==> src/rtl/rxq_pkg.sv <==
package rxq_pkg;

   typedef enum logic {
      RTS_OPEN = 1'b0,
      RTS_HELD = 1'b1
   } rts_state_e;

   function automatic int unsigned cnt_width(input int unsigned depth);
      return $clog2(depth + 1);
   endfunction

endpackage

==> src/rtl/rxq_ptr.sv <==
module rxq_ptr #(
   parameter int unsigned DEPTH = 32,
   localparam int unsigned AW = (DEPTH > 1) ? $clog2(DEPTH) : 1
) (
   input  logic          clk,
   input  logic          rst_n,
   input  logic          adv,
   output logic [AW-1:0] ptr
);

   logic [AW-1:0] ptr_nxt;

   generate
      if ((2 ** AW) == DEPTH) begin : g_pow2_wrap
         assign ptr_nxt = ptr + AW'(1);
      end else begin : g_cmp_wrap
         assign ptr_nxt = (ptr == AW'(DEPTH - 1)) ? '0 : ptr + AW'(1);
      end
   endgenerate

   always_ff @(posedge clk or negedge rst_n) begin
      if (!rst_n)   ptr <= '0;
      else if (adv) ptr <= ptr_nxt;
   end

endmodule

==> src/rtl/rxq_shadow_fifo.sv <==
module rxq_shadow_fifo #(
   parameter int unsigned DATA_W = 8,
   parameter int unsigned DEPTH  = 32,
   localparam int unsigned AW = (DEPTH > 1) ? $clog2(DEPTH) : 1,
   localparam int unsigned CW = rxq_pkg::cnt_width(DEPTH)
) (
   input  logic              clk,
   input  logic              rst_n,
   input  logic              wr_en,
   input  logic [DATA_W-1:0] wr_data,
   input  logic              rd_en,
   output logic [DATA_W-1:0] rd_data,
   output logic [CW-1:0]     fill,
   output logic              full,
   output logic              empty
);

   logic [DATA_W-1:0] mem [DEPTH];
   logic [AW-1:0]     wr_ptr;
   logic [AW-1:0]     rd_ptr;

   rxq_ptr #(.DEPTH(DEPTH)) u_wr_ptr (
      .clk   (clk),
      .rst_n (rst_n),
      .adv   (wr_en),
      .ptr   (wr_ptr)
   );

   rxq_ptr #(.DEPTH(DEPTH)) u_rd_ptr (
      .clk   (clk),
      .rst_n (rst_n),
      .adv   (rd_en),
      .ptr   (rd_ptr)
   );

   always_ff @(posedge clk) begin
      if (wr_en) mem[wr_ptr] <= wr_data;
   end

   assign rd_data = mem[rd_ptr];

   always_ff @(posedge clk or negedge rst_n) begin
      if (!rst_n) begin
         fill <= '0;
      end else begin
         unique case ({wr_en, rd_en})
            2'b10:   fill <= fill + CW'(1);
            2'b01:   fill <= fill - CW'(1);
            default: fill <= fill;
         endcase
      end
   end

   assign full  = (fill == CW'(DEPTH));
   assign empty = (fill == '0);

endmodule

==> src/rtl/rxq_rts_ctl.sv <==
module rxq_rts_ctl #(
   parameter int unsigned DEPTH  = 32,
   parameter int unsigned THRESH = 28,
   localparam int unsigned CW = rxq_pkg::cnt_width(DEPTH)
) (
   input  logic          clk,
   input  logic          rst_n,
   input  logic          auto_act,
   input  logic          manual_rts,
   input  logic [CW-1:0] fill,
   output logic          rts_n
);

   import rxq_pkg::*;

   rts_state_e state_q;
   rts_state_e state_d;
   logic       at_thr;
   logic       drained;
   logic       held_now;

   assign at_thr   = (fill >= CW'(THRESH));
   assign drained  = (fill == '0);
   assign held_now = at_thr | ((state_q == RTS_HELD) & ~drained);
   assign state_d  = (auto_act & held_now) ? RTS_HELD : RTS_OPEN;

   always_ff @(posedge clk or negedge rst_n) begin
      if (!rst_n) state_q <= RTS_OPEN;
      else        state_q <= state_d;
   end

   assign rts_n = auto_act ? held_now : manual_rts;

endmodule

==> src/rtl/rxq_flow_ctrl.sv <==
module rxq_flow_ctrl #(
   parameter int unsigned DATA_W = 8,
   parameter int unsigned DEPTH  = 32,
   parameter int unsigned THRESH = 28
) (
   input  logic              clk,
   input  logic              rst_n,
   input  logic [DATA_W-1:0] in_data,
   input  logic              in_valid,
   input  logic              user_space,
   input  logic              auto_rts_en,
   input  logic              manual_rts,
   input  logic              ovf_clr,
   output logic              rts_n,
   output logic [DATA_W-1:0] out_data,
   output logic              out_valid,
   output logic              ovf_flag
);

   localparam int unsigned CW = rxq_pkg::cnt_width(DEPTH);

   generate
      if (DEPTH < 2) begin : g_bad_depth
         $fatal(1, "rxq_flow_ctrl: DEPTH must be at least 2");
      end
      if (THRESH == 0 || THRESH > DEPTH) begin : g_bad_thresh
         $fatal(1, "rxq_flow_ctrl: THRESH must lie in 1..DEPTH");
      end
      if (DATA_W == 0) begin : g_bad_width
         $fatal(1, "rxq_flow_ctrl: DATA_W must be nonzero");
      end
   endgenerate

   logic          auto_act;
   logic          pop;
   logic          push;
   logic          drop;
   logic          q_full;
   logic          q_empty;
   logic [CW-1:0] fill_lvl;

   assign auto_act = auto_rts_en & ~manual_rts;
   assign pop      = user_space & ~q_empty;
   assign push     = in_valid & (~q_full | pop);
   assign drop     = in_valid & q_full & ~pop;

   rxq_shadow_fifo #(
      .DATA_W (DATA_W),
      .DEPTH  (DEPTH)
   ) u_fifo (
      .clk     (clk),
      .rst_n   (rst_n),
      .wr_en   (push),
      .wr_data (in_data),
      .rd_en   (pop),
      .rd_data (out_data),
      .fill    (fill_lvl),
      .full    (q_full),
      .empty   (q_empty)
   );

   rxq_rts_ctl #(
      .DEPTH  (DEPTH),
      .THRESH (THRESH)
   ) u_rts (
      .clk        (clk),
      .rst_n      (rst_n),
      .auto_act   (auto_act),
      .manual_rts (manual_rts),
      .fill       (fill_lvl),
      .rts_n      (rts_n)
   );

   always_ff @(posedge clk or negedge rst_n) begin
      if (!rst_n)       ovf_flag <= 1'b0;
      else if (drop)    ovf_flag <= 1'b1;
      else if (ovf_clr) ovf_flag <= 1'b0;
   end

   assign out_valid = pop;

endmodule

==> config.mk <==
export PLATFORM = sky130hd
export DESIGN_NAME = rxq_flow_ctrl
export DESIGN_NICKNAME = d
export VERILOG_FILES = /design/src/rtl/rxq_pkg.sv /design/src/rtl/rxq_ptr.sv /design/src/rtl/rxq_shadow_fifo.sv /design/src/rtl/rxq_rts_ctl.sv /design/src/rtl/rxq_flow_ctrl.sv
export SDC_FILE = /design/constraint.sdc
export NUM_CORES = 1
export LEC_CHECK = 0
export ABC_AREA = 1
export BUFFER_PORTS_ARGS = -buffer_cell sky130_fd_sc_hd__clkbuf_2
export CORE_MARGIN = 2
export CORE_UTILIZATION = 25
export DETAILED_ROUTE_END_ITERATION = 7
export GPL_TIMING_DRIVEN = 0
export PLACE_DENSITY = 0.44
export REMOVE_ABC_BUFFERS = 1
export SLEW_MARGIN = 20
export SYNTH_ARGS = -nofsm -noshare
export SYNTH_HDL_FRONTEND = slang
export SYNTH_SLANG_ARGS = --single-unit
==> constraint.sdc <==
create_clock -name clk -period 4 [get_ports clk]
set_input_delay 0.4 -clock clk [delete_from_list [all_inputs] [get_ports clk]]
set_output_delay 0.4 -clock clk [all_outputs]
set_load 0.03 [all_outputs]
==> results.md, run 1 <==
Worst setup path:
- The worst path buffer plus inverter count is 5.
- The slowest stage of the critical path belongs to the cell sky130_fd_sc_hd__dfrtp_4.
- The data arrival at the endpoint of the critical path is 3.37 ns.
- The worst endpoint required time is 3.60 ns.
- The worst setup path is launched from a flip-flop.
- The top cell family by delay on the critical path is buffers and inverters.
- By startpoint and endpoint, the worst setup path is classified as reg2out.
- The critical path capture point type is an output pin.
- The critical path goes through buf_16 > inv_8 > buf_16 > nor2_1 > o211ai_1 > nand3_1 > nand3_1 > o21ai_1 > inv_1 > clkbuf_2.
- For this run, the slowest stage of the critical path takes 0.60 ns.
- The largest fanout on the critical path is between 70 and 80.

Global routing:
- After global routing the overflow that remains totals 0.
- The maximum number of pins on one net before global-route repair is 74.
- Global routing used 12.3% of the available tracks across all layers.
- The via count of the first global-routing pass came to 6801.
- The number of antenna violations at the first check in global routing came to 0.
- The global-route wire length before repair is approximately 43 mm.

Routing:
- The count of routing violations after the opening detailed-route iteration is approximately 420.
- The routed design has a little under 30 mm of wire.
- In the final routed layout, each cell accounts on average for ~19 um.
- The count of nets left with antenna violations once routing finished came out at 0.
- Summing over every cut layer, the via total after detailed routing is 6929.
- Dividing the detail-routed via count by the number of cells gives 4.55.
- For this run, design rule violations remaining after detail routing come to 0.
- The number of iterations in the first detailed-routing pass is 4.

Status:
- The run finished with clean final reports.

Clock network:
- The H-tree depth is 1.
- For the worst-skew pair, the clock arrives at the later sink with an insertion delay of 0.56 ns.
- Buffers inserted during clock tree synthesis total 30.
- TritonCTS built the clock tree.
- The TritonCTS sink count is 274.
- CTS placed an instance of sky130_fd_sc_hd__clkbuf_16 at the clock tree root.
- The maximum count of clock buffers along a single path is 3.
- The post-CTS clock slew at the launch and capture registers of the worst setup and hold paths is roughly 0.060 ns.

STA:
- The final number of hold-violating endpoints came to 0.
- The total negative setup slack is 0 ns.
- On the final layout, the worst hold slack is 0.0384 ns.
- Dividing the final minimum period by the clock period gives between 90% and 100%.
- At the pin with the least slew margin, the transition time is roughly 1.0 ns.
- In this run the tightest slew margin relative to its limit is 31.5%.
- Across the routed clock network, the largest skew measured is roughly 0.012 ns.
- Static timing analysis puts the maximum clock frequency at 265 MHz.
- The final critical-path setup slack is 0.233 ns.
- The smallest clock period supported by the final layout is computed as between 3 and 4 ns.
- Setup violations remaining at the end of the flow were counted as 0.
- The count of final max-slew check failures is 0.
- Setup repair after global routing left no endpoint under its margin.

Logic synthesis:
- By area the synthesized netlist is led by sky130_fd_sc_hd__edfxtp_1, sky130_fd_sc_hd__o21ai_0, sky130_fd_sc_hd__nor2_1.
- The register bit total from synthesis is 274.
- The number of distinct library cell variants in the gate-level netlist after synthesis is 35.
- The cell count after synthesis is just under 900.
- The flip-flop cell with the highest count after synthesis is sky130_fd_sc_hd__edfxtp_1.
- The commonest cells after synthesis are sky130_fd_sc_hd__edfxtp_1, sky130_fd_sc_hd__nor2_1, sky130_fd_sc_hd__o21ai_0.
- The largest area contributor in the synthesized netlist is sky130_fd_sc_hd__edfxtp_1.
- Summing every instance area after synthesis gives 0.0112 mm^2.
- The async set-or-reset flop fraction in the synthesized netlist is 6.57%.
- The area fraction of the dominant cell type after synthesis is 68.6%.
- The sequential-to-total area share from yosys stat is slightly above 70%.
- The count of flip-flops with a built-in enable after synthesis is about 260.
- The most common cell in the synthesized netlist is sky130_fd_sc_hd__edfxtp_1.
- The post-synthesis area per instance is 12.6 um^2.
- Yosys printed 0 warnings.

Die:
- The number of cell rows is 77.
- The die area is 0.0465 mm^2.
- For this design the top-level I/O count stands at 26.
- The total area inside the core boundary comes to 0.0442 mm^2.
- The die extent in y is 216 um.
- The effective utilization at floorplan is 25.3%.
- From left edge to right edge, the die measures between 200 and 250 um.

Layout:
- The post-route netlist has 10.5% of its cells at a drive strength greater than 1.
- The post-route core utilization is roughly 29%.
- For this run, the post-layout net count is 927.
- The antenna diode instance count is 0.
- For this run, the number of standard cells in the final layout without fillers is 1522.
- Compared with the post-synthesis result, the final layout area differs by 15.8%.
- Counting the fill cells in the layout gives approximately 4.5k.

Pwr:
- Dividing total power by cell area gives a power density of between 700 and 800 mW/mm^2.
- The peak supply drop is 0.000339 V.
- The total leakage power is 4.23 nW.

Placement:
- The global placement routability congestion is between 0.7 and 0.8.
- The detailed placement HPWL is 15.6 mm.
- At the placement stage, the worst setup path has a slack of 0.382 ns.
- The count of input and output buffers is 25.
- In this run, placement finished with an instance count of 1462.

Hold path:
- The classification of the worst-slack hold path is in2reg.

Job:
- The max capacitance violation total is 0.
[placed cells by master, fill, tap and decap left out, types with 9 or more instances in the layout]
master                      Yosys  final
sky130_fd_sc_hd__o211ai_1      14     14
sky130_fd_sc_hd__nand2_1       65     65
sky130_fd_sc_hd__nand4_1       17     17
sky130_fd_sc_hd__inv_1         30     29
sky130_fd_sc_hd__clkbuf_2       1     25
sky130_fd_sc_hd__o21ai_0      132    132
sky130_fd_sc_hd__dfrtp_1       18     15
sky130_fd_sc_hd__xor2_1         9      9
sky130_fd_sc_hd__clkinv_1       2     13
sky130_fd_sc_hd__o21ai_1        9      9
sky130_fd_sc_hd__o221ai_1      18     18
sky130_fd_sc_hd__o22ai_1       38     38
sky130_fd_sc_hd__nor2_1       174    173
sky130_fd_sc_hd__edfxtp_1     256    256
sky130_fd_sc_hd__clkbuf_16      0     31
sky130_fd_sc_hd__nand3_1       33     33
[what timing repair did]
action / in CTS / in global routing
gates resized for setup: 0 / 1
hold buffers: 2 / 0
setup buffers: 1 / 1
endpoints found under the setup margin: 8 / 8
endpoints found under the hold margin: 19 / 0
pin swaps: 0 / 0
[sequential cells by signal (all words and copies together), names as in the netlist]
signal and count:
u_fifo.fill 6, u_fifo.mem 256, u_fifo.u_rd_ptr.ptr 5, u_rts.state_q 1, u_fifo.u_wr_ptr.ptr 5, ovf_flag 1
[metal layers]
metal | up-vias | part of all wire (%) | GRT usage, %
li1 | 3304 | - | -
met1 | 3431 | 48 | 17.5
met2 | 142 | 46 | 19.4
met5 | - | 0 | 0
met3 | 52 | 3.9 | 1.92
met4 | 0 | 2.4 | 3.49
[area by class of cell]
class,count,area (um^2),area share (%)
sequential,274,8150,62.8
multi-input combinational,533,2700,20.8
clock buffer,31,776,5.98
tap,592,741,5.71
timing repair buffer,32,263,2.03
clock inverter,25,196,1.52
inverter,35,144,1.11
[worst reg2reg max path: stages, from the launching register on]
cell                      delay [ns]
sky130_fd_sc_hd__dfrtp_1        0.48
sky130_fd_sc_hd__nor2_2         0.10
sky130_fd_sc_hd__nand3_4        0.12
sky130_fd_sc_hd__nand2_4        0.08
sky130_fd_sc_hd__inv_4          0.11
sky130_fd_sc_hd__nor2_4         0.06
sky130_fd_sc_hd__nor2_8         0.16
sky130_fd_sc_hd__nand2_1        0.31
sky130_fd_sc_hd__nor2_1         0.86
[cell families after synthesis]
group                    Yosys count  share of synthesized area, %
AND/OR/NAND/NOR                  302                          11.6
flip-flops                       274                          72.7
adder cells (fa/ha/maj)            6                         0.670
AO/OA/AOI/OAI                    216                          11.1
XOR/XNOR                           9                         0.704
buffers and inverters             85                          3.27
[stage by stage]
stage               area, um^2  power, mW
floorplan                11000       5.55
global placement         11800       6.81
detailed placement       11900       6.85
CTS                      12900       9.63
global route             13000       10.1
finish                   13000       9.53
[power by group]
part	total (mW)	leakage (nW)	internal (mW)	switching [mW]
registers	3.68	2.52	3.39	0.297
logic	3.11	1.23	0.894	2.22
clock network	2.73	0.482	1.59	1.14
total	9.53	4.23	5.87	3.66
[path summary, 6_finish.rpt]
path,startpoint,end,slack [ns],cells after the start
min,ovf_clr,ovf_flag,0.04,2
max reg2reg,u_fifo.fill[3],u_fifo.mem[8][3],1.34,8
min reg2reg,ovf_flag,ovf_flag,0.54,2
min in group asynchronous,rst_n,u_rts.state_q,0.34,2
max in group asynchronous,rst_n,u_fifo.u_rd_ptr.ptr[1],3.27,2
max,u_fifo.u_rd_ptr.ptr[0],out_data[3],0.23,10
Power figures use the tool's default switching activity.
==> inputs of run 2 (changes only) <==
==> constraint.sdc (replaced) <==
create_clock -name clk -period 4 [get_ports clk]
set_input_delay 0.6 -clock clk [delete_from_list [all_inputs] [get_ports clk]]
set_output_delay 0.6 -clock clk [all_outputs]
set_load 0.03 [all_outputs]
==> run 2 against run 1 <==
  * Critical path depth down 1
  * Sequential cell count stayed put
  * Highest routed layer unchanged
  * Fmax is 1.6% higher
  * Register-to-register slack barely moved
  * Largest cell class unchanged
  * Clock power is essentially flat
==> results.md, run 2 (synthesized netlist as in run 1, its figures left out) <==
Die:
- The die area is 0.0465 mm^2.
- For this design the top-level I/O count stands at 26.
- The area of the core region is 0.0442 mm^2.
- The effective utilization at floorplan is 25.3%.
- The die extent in x is 216 um.
- The number of cell rows is 77.
- In this run the vertical extent of the chip is 216 um.

Layout:
- The finished layout holds ~1.5k standard cells, fillers aside.
- Of the cells placed in the final design, the portion with a size suffix greater than 1 is a little over a tenth.
- Leaving out fill and tap cells, the most frequent cell in the layout is sky130_fd_sc_hd__edfxtp_1.
- The register with the most flip-flops in the layout has 256 of them.
- The area growth from synthesis to final layout is 16.1%.
- The number of fill cells is around 4.5k.
- The total area of sequential cells is 0.00815 mm^2.
- In the final layout, the registers with the most flip-flops are u_fifo.mem x256, u_fifo.fill x6.
- The repair_antennas step left the layout with diodes totalling 0.
- The library cells used most frequently in the layout, excluding fill and tap cells, are sky130_fd_sc_hd__edfxtp_1, sky130_fd_sc_hd__nor2_1, sky130_fd_sc_hd__o21ai_0, sky130_fd_sc_hd__nand2_1, sky130_fd_sc_hd__o22ai_1.
- The multi-input combinational cells in the finished layout cover a total of roughly 0.0027 mm^2.
- The register with the most flip-flops in the final layout is u_fifo.mem.
- The final layout net count is 928.

Clock network:
- The clock tree root buffer cell is sky130_fd_sc_hd__clkbuf_16.
- After clock tree synthesis, the clock-pin slew on the worst setup and hold paths is around 0.060 ns.
- The maximum count of clock buffers along a single path is 3.
- The clock insertion delay at the later pin of the skew report is 0.56 ns.
- For this design, the sink count on the clock tree is 274.
- In this run the number of H-tree levels came out at 1.
- TritonCTS built the clock tree.
- TritonCTS created 30 clock buffers.

STA:
- The clock period minus worst slack is 3.71 ns.
- The final number of hold-violating endpoints is 0.
- Hold timing on the final database bottoms out at a slack of 0.215 ns.
- Between clock sinks in the finished design, the worst skew comes to 0.0117 ns.
- The count of final max-slew check failures is 0.
- The number of failing setup endpoints in the final timing report is 0.
- Setup repair after global routing left no endpoint under its margin.
- Derived from the worst setup path, the maximum achievable clock frequency is approximately 270 MHz.
- The worst relative slew slack is 32.2%.
- The final cycle utilization of the critical path is between 90% and 100%.
- At the pin with the least slew margin, the transition time is 1.01 ns.
- Adding up every negative setup slack in the final design gives 0 ns.

Status:
- The run finished with clean final reports.

Routing:
- In the final routed layout, each cell accounts on average for 19.3 um.
- The number of nets with antenna violations after routing is 0.
- The total number of vias is 6959.
- The number of iterations in the first detailed-routing pass is 4.
- The detailed-route wire length is 29.4 mm.
- The routed length on met1 is 14.0 mm.
- Summed over all nets, wire length on met2 after detailed routing comes to 13.4 mm.
- The routed length on met3 is 1.27 mm.
- Using the TritonRoute via totals, the vias-per-cell ratio works out to 4.57.
- The highest routed metal layer is met4.
- The detailed router finished its first iteration with 425 violations.
- The post-route DRC violation count is 0.

Pwr:
- The power after layout is 9.61 mW.
- The total leakage power is about 4.2 nW.
- In this run the power density over the cells is 740 mW/mm^2.
- Of the total power, the clock network draws 28.4%.
- The internal power contribution is 5.91 mW.
- In this run, flip-flops and latches consume 38.0% of the power.
- The combinational share of power is 33.6%.
- Net switching is 38.5% of the power.
- The net switching power is 3.71 mW.
- VDD sags by at most 0.000340 V.

Worst setup path:
- The category of the worst setup path launch point is a flip-flop.
- The slowest stage of the critical path is the sky130_fd_sc_hd__dfrtp_4 cell.
- Traced cell by cell, the critical path runs through buf_16 > inv_6 > o21ai_0 > o221ai_1 > nand3_1 > nand3_1 > o21ai_1 > inv_1 > clkbuf_2.
- Together, buffers and inverters on the worst path number 4.
- Data on the critical path is required at its endpoint by 3.40 ns.
- STA classifies the critical path endpoint as an output pin.
- The launching element of the worst setup path is u_fifo.u_rd_ptr.ptr[1].
- Data on the critical path arrives at its endpoint at 3.11 ns.
- The worst setup path category is reg2out.
- On the critical path the largest part of the delay comes from buffers and inverters.
- The largest fanout on the critical path is 57.
- Counting stages on the worst path, the most repeated cell is sky130_fd_sc_hd__nand3_1.
- The internal reg-to-reg setup slack is 1.34 ns.
- The startpoint of the lowest-slack register-to-register path is u_fifo.fill[3].
- On the worst path, the slowest cell contributes a delay of approximately 0.63 ns.

Global routing:
- The via count of the first global-routing pass is 6809.
- Global routing consumed, over all layers together, 12.4% of the routing resources.
- The first global-routing pass estimated ~43 mm of wire.
- The maximum number of pins on one net before global-route repair is 74.
- The total grt overflow is 0.
- The number of antenna violations at the first check in global routing is 0.

Placement:
- Once placement completed, the tool counted placed cells totaling 1462.
- Port buffering added 25 buffers.
- After legalization and detailed placement, the total HPWL measured 15.6 mm.
- At the end of routability-driven placement, the weighted congestion stood at 0.732.

Job:
- The max capacitance violation total is 0.

Hold path:
- The worst hold path belongs to the class in2reg.
- The startpoint identified for the worst hold timing path is manual_rts.
run 2: metrics by stage:
| stage | utilization (%) | instance area, um^2 | setup WS (ns) |
|---|---|---|---|
| floorplan | - | 11000 | -0.796 |
| global placement | 26.8 | 11800 | -5.03 |
| detailed placement | 27.0 | 11900 | 0.182 |
| CTS | 29.3 | 13000 | 0.0186 |
| global route | 29.4 | 13000 | 0.0404 |
| finish | 29.4 | 13000 | 0.292 |
run 2: final timing paths:
path                                           to  cells after the start
max in group asynchronous  u_fifo.u_rd_ptr.ptr[1]                      2
hold reg to reg                          ovf_flag                      2
setup / recovery                      out_data[2]                      9
setup reg to reg                 u_fifo.mem[8][3]                      8
min in group asynchronous           u_rts.state_q                      2
hold / removal                      u_rts.state_q                      2
run 2: power by group through the flow:
stage	Combinational, mW	Sequential (mW)	Clock [mW]
finish	3.23	3.65	2.73
global route	3.59	3.69	2.91
CTS	3.19	3.69	2.79
detailed placement	3.03	3.81	0
global placement	2.83	3.99	0
floorplan	1.82	3.73	0
run 2: final cells by class:
cell class | count | area share, %
tap | 592 | 5.70
inverter | 35 | 1.16
clock inverter | 25 | 1.51
sequential | 274 | 62.7
clock buffer | 31 | 5.97
timing repair buffer | 33 | 2.19
multi-input combinational | 533 | 20.8
run 2: per-layer routing:
layer,vias to the layer above,global-route usage [%]
met1,3447,17.6
met2,156,19.5
met4,0,3.49
met3,48,1.87
met5,-,0
li1,3308,-
run 2: repair_timing:
item	in CTS	in global routing
hold buffers	1	0
endpoints found under the setup margin	8	8
hold endpoints to repair	5	0
gates cloned	0	1
setup buffers	2	1
gates resized for setup	2	4
==> inputs of run 3 (changes only) <==
--- a/config.mk
+++ b/config.mk
@@ -7,11 +7,13 @@
 export LEC_CHECK = 0
 export ABC_AREA = 1
 export BUFFER_PORTS_ARGS = -buffer_cell sky130_fd_sc_hd__clkbuf_2
+export CELL_PAD_IN_SITES_DETAIL_PLACEMENT = 0
+export CELL_PAD_IN_SITES_GLOBAL_PLACEMENT = 1
 export CORE_MARGIN = 2
 export CORE_UTILIZATION = 25
 export DETAILED_ROUTE_END_ITERATION = 7
 export GPL_TIMING_DRIVEN = 0
-export PLACE_DENSITY = 0.44
+export PLACE_DENSITY = 0.49
 export REMOVE_ABC_BUFFERS = 1
 export SLEW_MARGIN = 20
 export SYNTH_ARGS = -nofsm -noshare
==> run 3 against run 2 <==
  * Critical path depth is 1 higher
  * Wire length is 4.0% higher
  * Power is 1.1% lower
  * Die area stayed put
  * First-iteration DRC count is 2.1% higher
  * Sequential share of layout area is 0.32 points higher
  * Via count is 0.46% higher
  * Register-to-register slack worse by 0.02 ns
  * Critical endpoint is now out_data[7]
==> results.md, run 3 (synthesized netlist as in run 1, its figures left out) <==
Worst setup path:
- The worst setup path category is reg2out.
- The worst-path cell with the longest stage delay is sky130_fd_sc_hd__dfrtp_4.
- For the worst setup path, the data required time is 3.40 ns.
- Data on the critical path arrives at its endpoint at 3.21 ns.
- The maximum cell stage delay along the critical path is 0.54 ns.
- The signal on the critical path passes through buf_16 > inv_8 > buf_16 > nor2_1 > o211ai_1 > o211ai_1 > nand3_1 > o21ai_1 > inv_1 > clkbuf_2.
- The category of the worst setup path launch point is a flip-flop.
- In this run the worst path has a maximum fanout of 65.
- STA classifies the critical path endpoint as an output pin.

Routing:
- In the final routed layout, each cell accounts on average for approximately 20 um.
- The routed design has between 30 and 40 mm of wire.
- The number of iterations in the first detailed-routing pass is 5.
- In the routed layout, each cell is associated on average with a via count of 4.59.
- The number of nets with antenna violations after routing is 0.
- The total number of vias is approximately 7.0k.
- In the routed design, unresolved DRC markers number 0.
- After the first detailed-routing iteration, the DRC count stood at 434.

STA:
- The maximum clock frequency is between 200 and 300 MHz.
- At the pin with the least slew margin, the transition time is 1.06 ns.
- Setup total negative slack on the finished layout was measured at 0 ns.
- The count of final max-slew check failures is 0.
- The maximum clock skew at final layout is between 0.02 and 0.03 ns.
- The final critical-path setup slack is 0.190 ns.
- The final number of hold-violating endpoints is 0.
- The final cycle utilization of the critical path is between 90% and 100%.
- The clock period minus worst slack is 3.81 ns.
- Setup repair after global routing left no endpoint under its margin.
- Headroom to the max-slew limit came out at 29.2%.
- Setup violations remaining at the end of the flow were counted as 0.

Layout:
- Ranked by flip-flop count, first place goes to u_fifo.mem.
- The final non-filler cell area is around 0.013 mm^2.
- After the last flow step, the layout net total stands at 928.
- The register with the most flip-flops in the layout has 256 of them.
- Fill cells in the final layout number 4523.
- In the final layout, the registers with the most flip-flops are u_fifo.mem x256, u_fifo.fill x6.
- Leaving out fill and tap cells, the most frequent cell in the layout is sky130_fd_sc_hd__edfxtp_1.
- Of the cells placed in the final design, the portion with a size suffix greater than 1 is 10.3%.
- 0 antenna diodes ended up in the layout.
- In the layout the commonest cells are sky130_fd_sc_hd__edfxtp_1, sky130_fd_sc_hd__nor2_1, sky130_fd_sc_hd__o21ai_0, sky130_fd_sc_hd__nand2_1, sky130_fd_sc_hd__o22ai_1.
- The area growth from synthesis to layout is 15.5%.

Clock network:
- Counting along the longest clock path gives a buffer depth of 3.
- The later pin in the worst-skew pair is clocked with a latency of roughly 0.56 ns.
- The clock tree root buffer cell is sky130_fd_sc_hd__clkbuf_16.
- TritonCTS built the clock tree.
- The post-CTS clock slew at the launch and capture registers of the worst setup and hold paths is approximately 0.060 ns.
- The clock drives 274 sinks.
- The H-tree depth is 1.
- In this run, CTS created clock tree buffers numbering 30.

Global routing:
- The via count of the first global-routing pass came to 6816.
- The maximum number of pins on one net before global-route repair is 66.
- The total track usage is 12.8%.
- The first global-routing pass estimated 44.4 mm of wire.
- The number of antenna violations at the first check in global routing came to 0.
- For this run the aggregate overflow at the end of global routing stands at 0.

Die:
- Once the floorplan was initialized, standard cells occupied 25.3% of the core.
- The number of cell rows is 77.
- The floorplan step defined a die boundary enclosing 0.0465 mm^2.
- The region available for standard cell placement spans roughly 0.044 mm^2.
- The die extent in y is between 200 and 250 um.
- The die extent in x is 216 um.
- The number of top-level pins is 26.

Hold path:
- The worst hold path belongs to the class in2async.

Placement:
- The congestion estimate from routability-driven global placement came to around 0.7.
- The area of placed instances is 0.0119 mm^2.
- The worst slack at placement is around 0.16 ns.
- Port buffering added 25 buffers.
- After legalization and detailed placement, the total HPWL measured 16.4 mm.

Status:
- The flow ran to the end, and the final reports show no timing, DRC or antenna violations.

Pwr:
- Net switching is 38.9% of the power.
- The internal portion of the total power is 5.81 mW.
- The fraction of power consumed by the clock network is 27.3%.
- In this run the static leakage power is ~4.2 nW.
- The worst-case IR drop observed on VDD is 0.000641 V.
- In this run, flip-flops and latches consume between 30% and 40% of the power.
- Summed over all nets, the switching power comes to 3.70 mW.
- The combinational share of power is 33.9%.
- Power spread over the standard cell area amounts to 735 mW/mm^2.

Job:
- The tool flagged a number of max-cap violations equal to 0.
[run 3: cell count changes in the layout (fill, tap and decap cells not counted), moves of 3 or more]
cell / previous run / this run
sky130_fd_sc_hd__clkbuf_1: 0 / 16
sky130_fd_sc_hd__clkbuf_8: 0 / 5
sky130_fd_sc_hd__clkinv_1: 13 / 2
sky130_fd_sc_hd__clkinv_2: 8 / 2
sky130_fd_sc_hd__bufinv_16: 3 / 0
[run 3: per-stage QoR]
stage	utilization (%)	cells	hold WS, ns	power, mW
floorplan	-	842	0.304	5.55
global placement	26.8	1459	0.518	6.87
detailed placement	27.0	1463	0.525	6.89
CTS	29.2	1522	0.0168	9.59
global route	29.3	1523	0.0303	10.1
finish	29.3	1523	0.0244	9.51
[run 3: cell type report]
cell class                      instances  area (um^2)  area share (%)
Sequential cell                       274         8150            63.0
Multi-Input combinational cell        533         2700            20.8
Clock buffer                           51          880            6.80
Tap cell                              592          741            5.73
Timing Repair Buffer                   33          283            2.19
Inverter                               35          146            1.13
Clock inverter                          5         42.5           0.329
[run 3: power by group through the flow]
stage / Sequential [mW] / Combinational (mW) / Clock (mW)
finish: 3.68 / 3.23 / 2.60
global route: 3.72 / 3.59 / 2.77
CTS: 3.68 / 3.25 / 2.66
detailed placement: 3.84 / 3.05 / 0
global placement: 3.99 / 2.88 / 0
floorplan: 3.73 / 1.82 / 0
[run 3: repair_timing]
item | in CTS | in global routing
cloned | 0 | 1
gates resized for setup | 1 | 1
setup buffers | 3 | 0
hold buffers | 0 | 0
endpoints found under the setup margin | 8 | 7
[run 3: final timing paths]
path | start | endpoint | slack (ns) | cells past startpoint
min | rst_n | u_fifo.u_rd_ptr.ptr[4] | 0.02 | 1
min in group clk | manual_rts | u_rts.state_q | 0.23 | 2
min reg2reg | ovf_flag | ovf_flag | 0.53 | 2
max in group asynchronous | rst_n | u_fifo.u_rd_ptr.ptr[0] | 3.56 | 1
max reg2reg | u_fifo.fill[3] | u_fifo.mem[6][1] | 1.32 | 8
max | u_fifo.u_rd_ptr.ptr[0] | out_data[7] | 0.19 | 10
[run 3: worst max-delay path: cells and delay by family, from the launching register on]
| family | cells | cell delay (ns) |
|---|---|---|
| AOI/OAI and AO/OA | 3 | 0.65 |
| buffers and inverters | 5 | 1.09 |
| DFF | 1 | 0.54 |
| and+or+nand+nor | 2 | 0.28 |
[run 3: routing by layer]
metal | track usage [%] | share of wire [%] | wire [um] | vias up
met5 | 0 | 0 | 0 | -
met4 | 3.36 | 2.4 | 719 | 0
met3 | 1.82 | 4.5 | 1370 | 39
met2 | 20.4 | 46 | 13900 | 154
met1 | 18.2 | 48 | 14500 | 3497
li1 | - | - | - | 3301
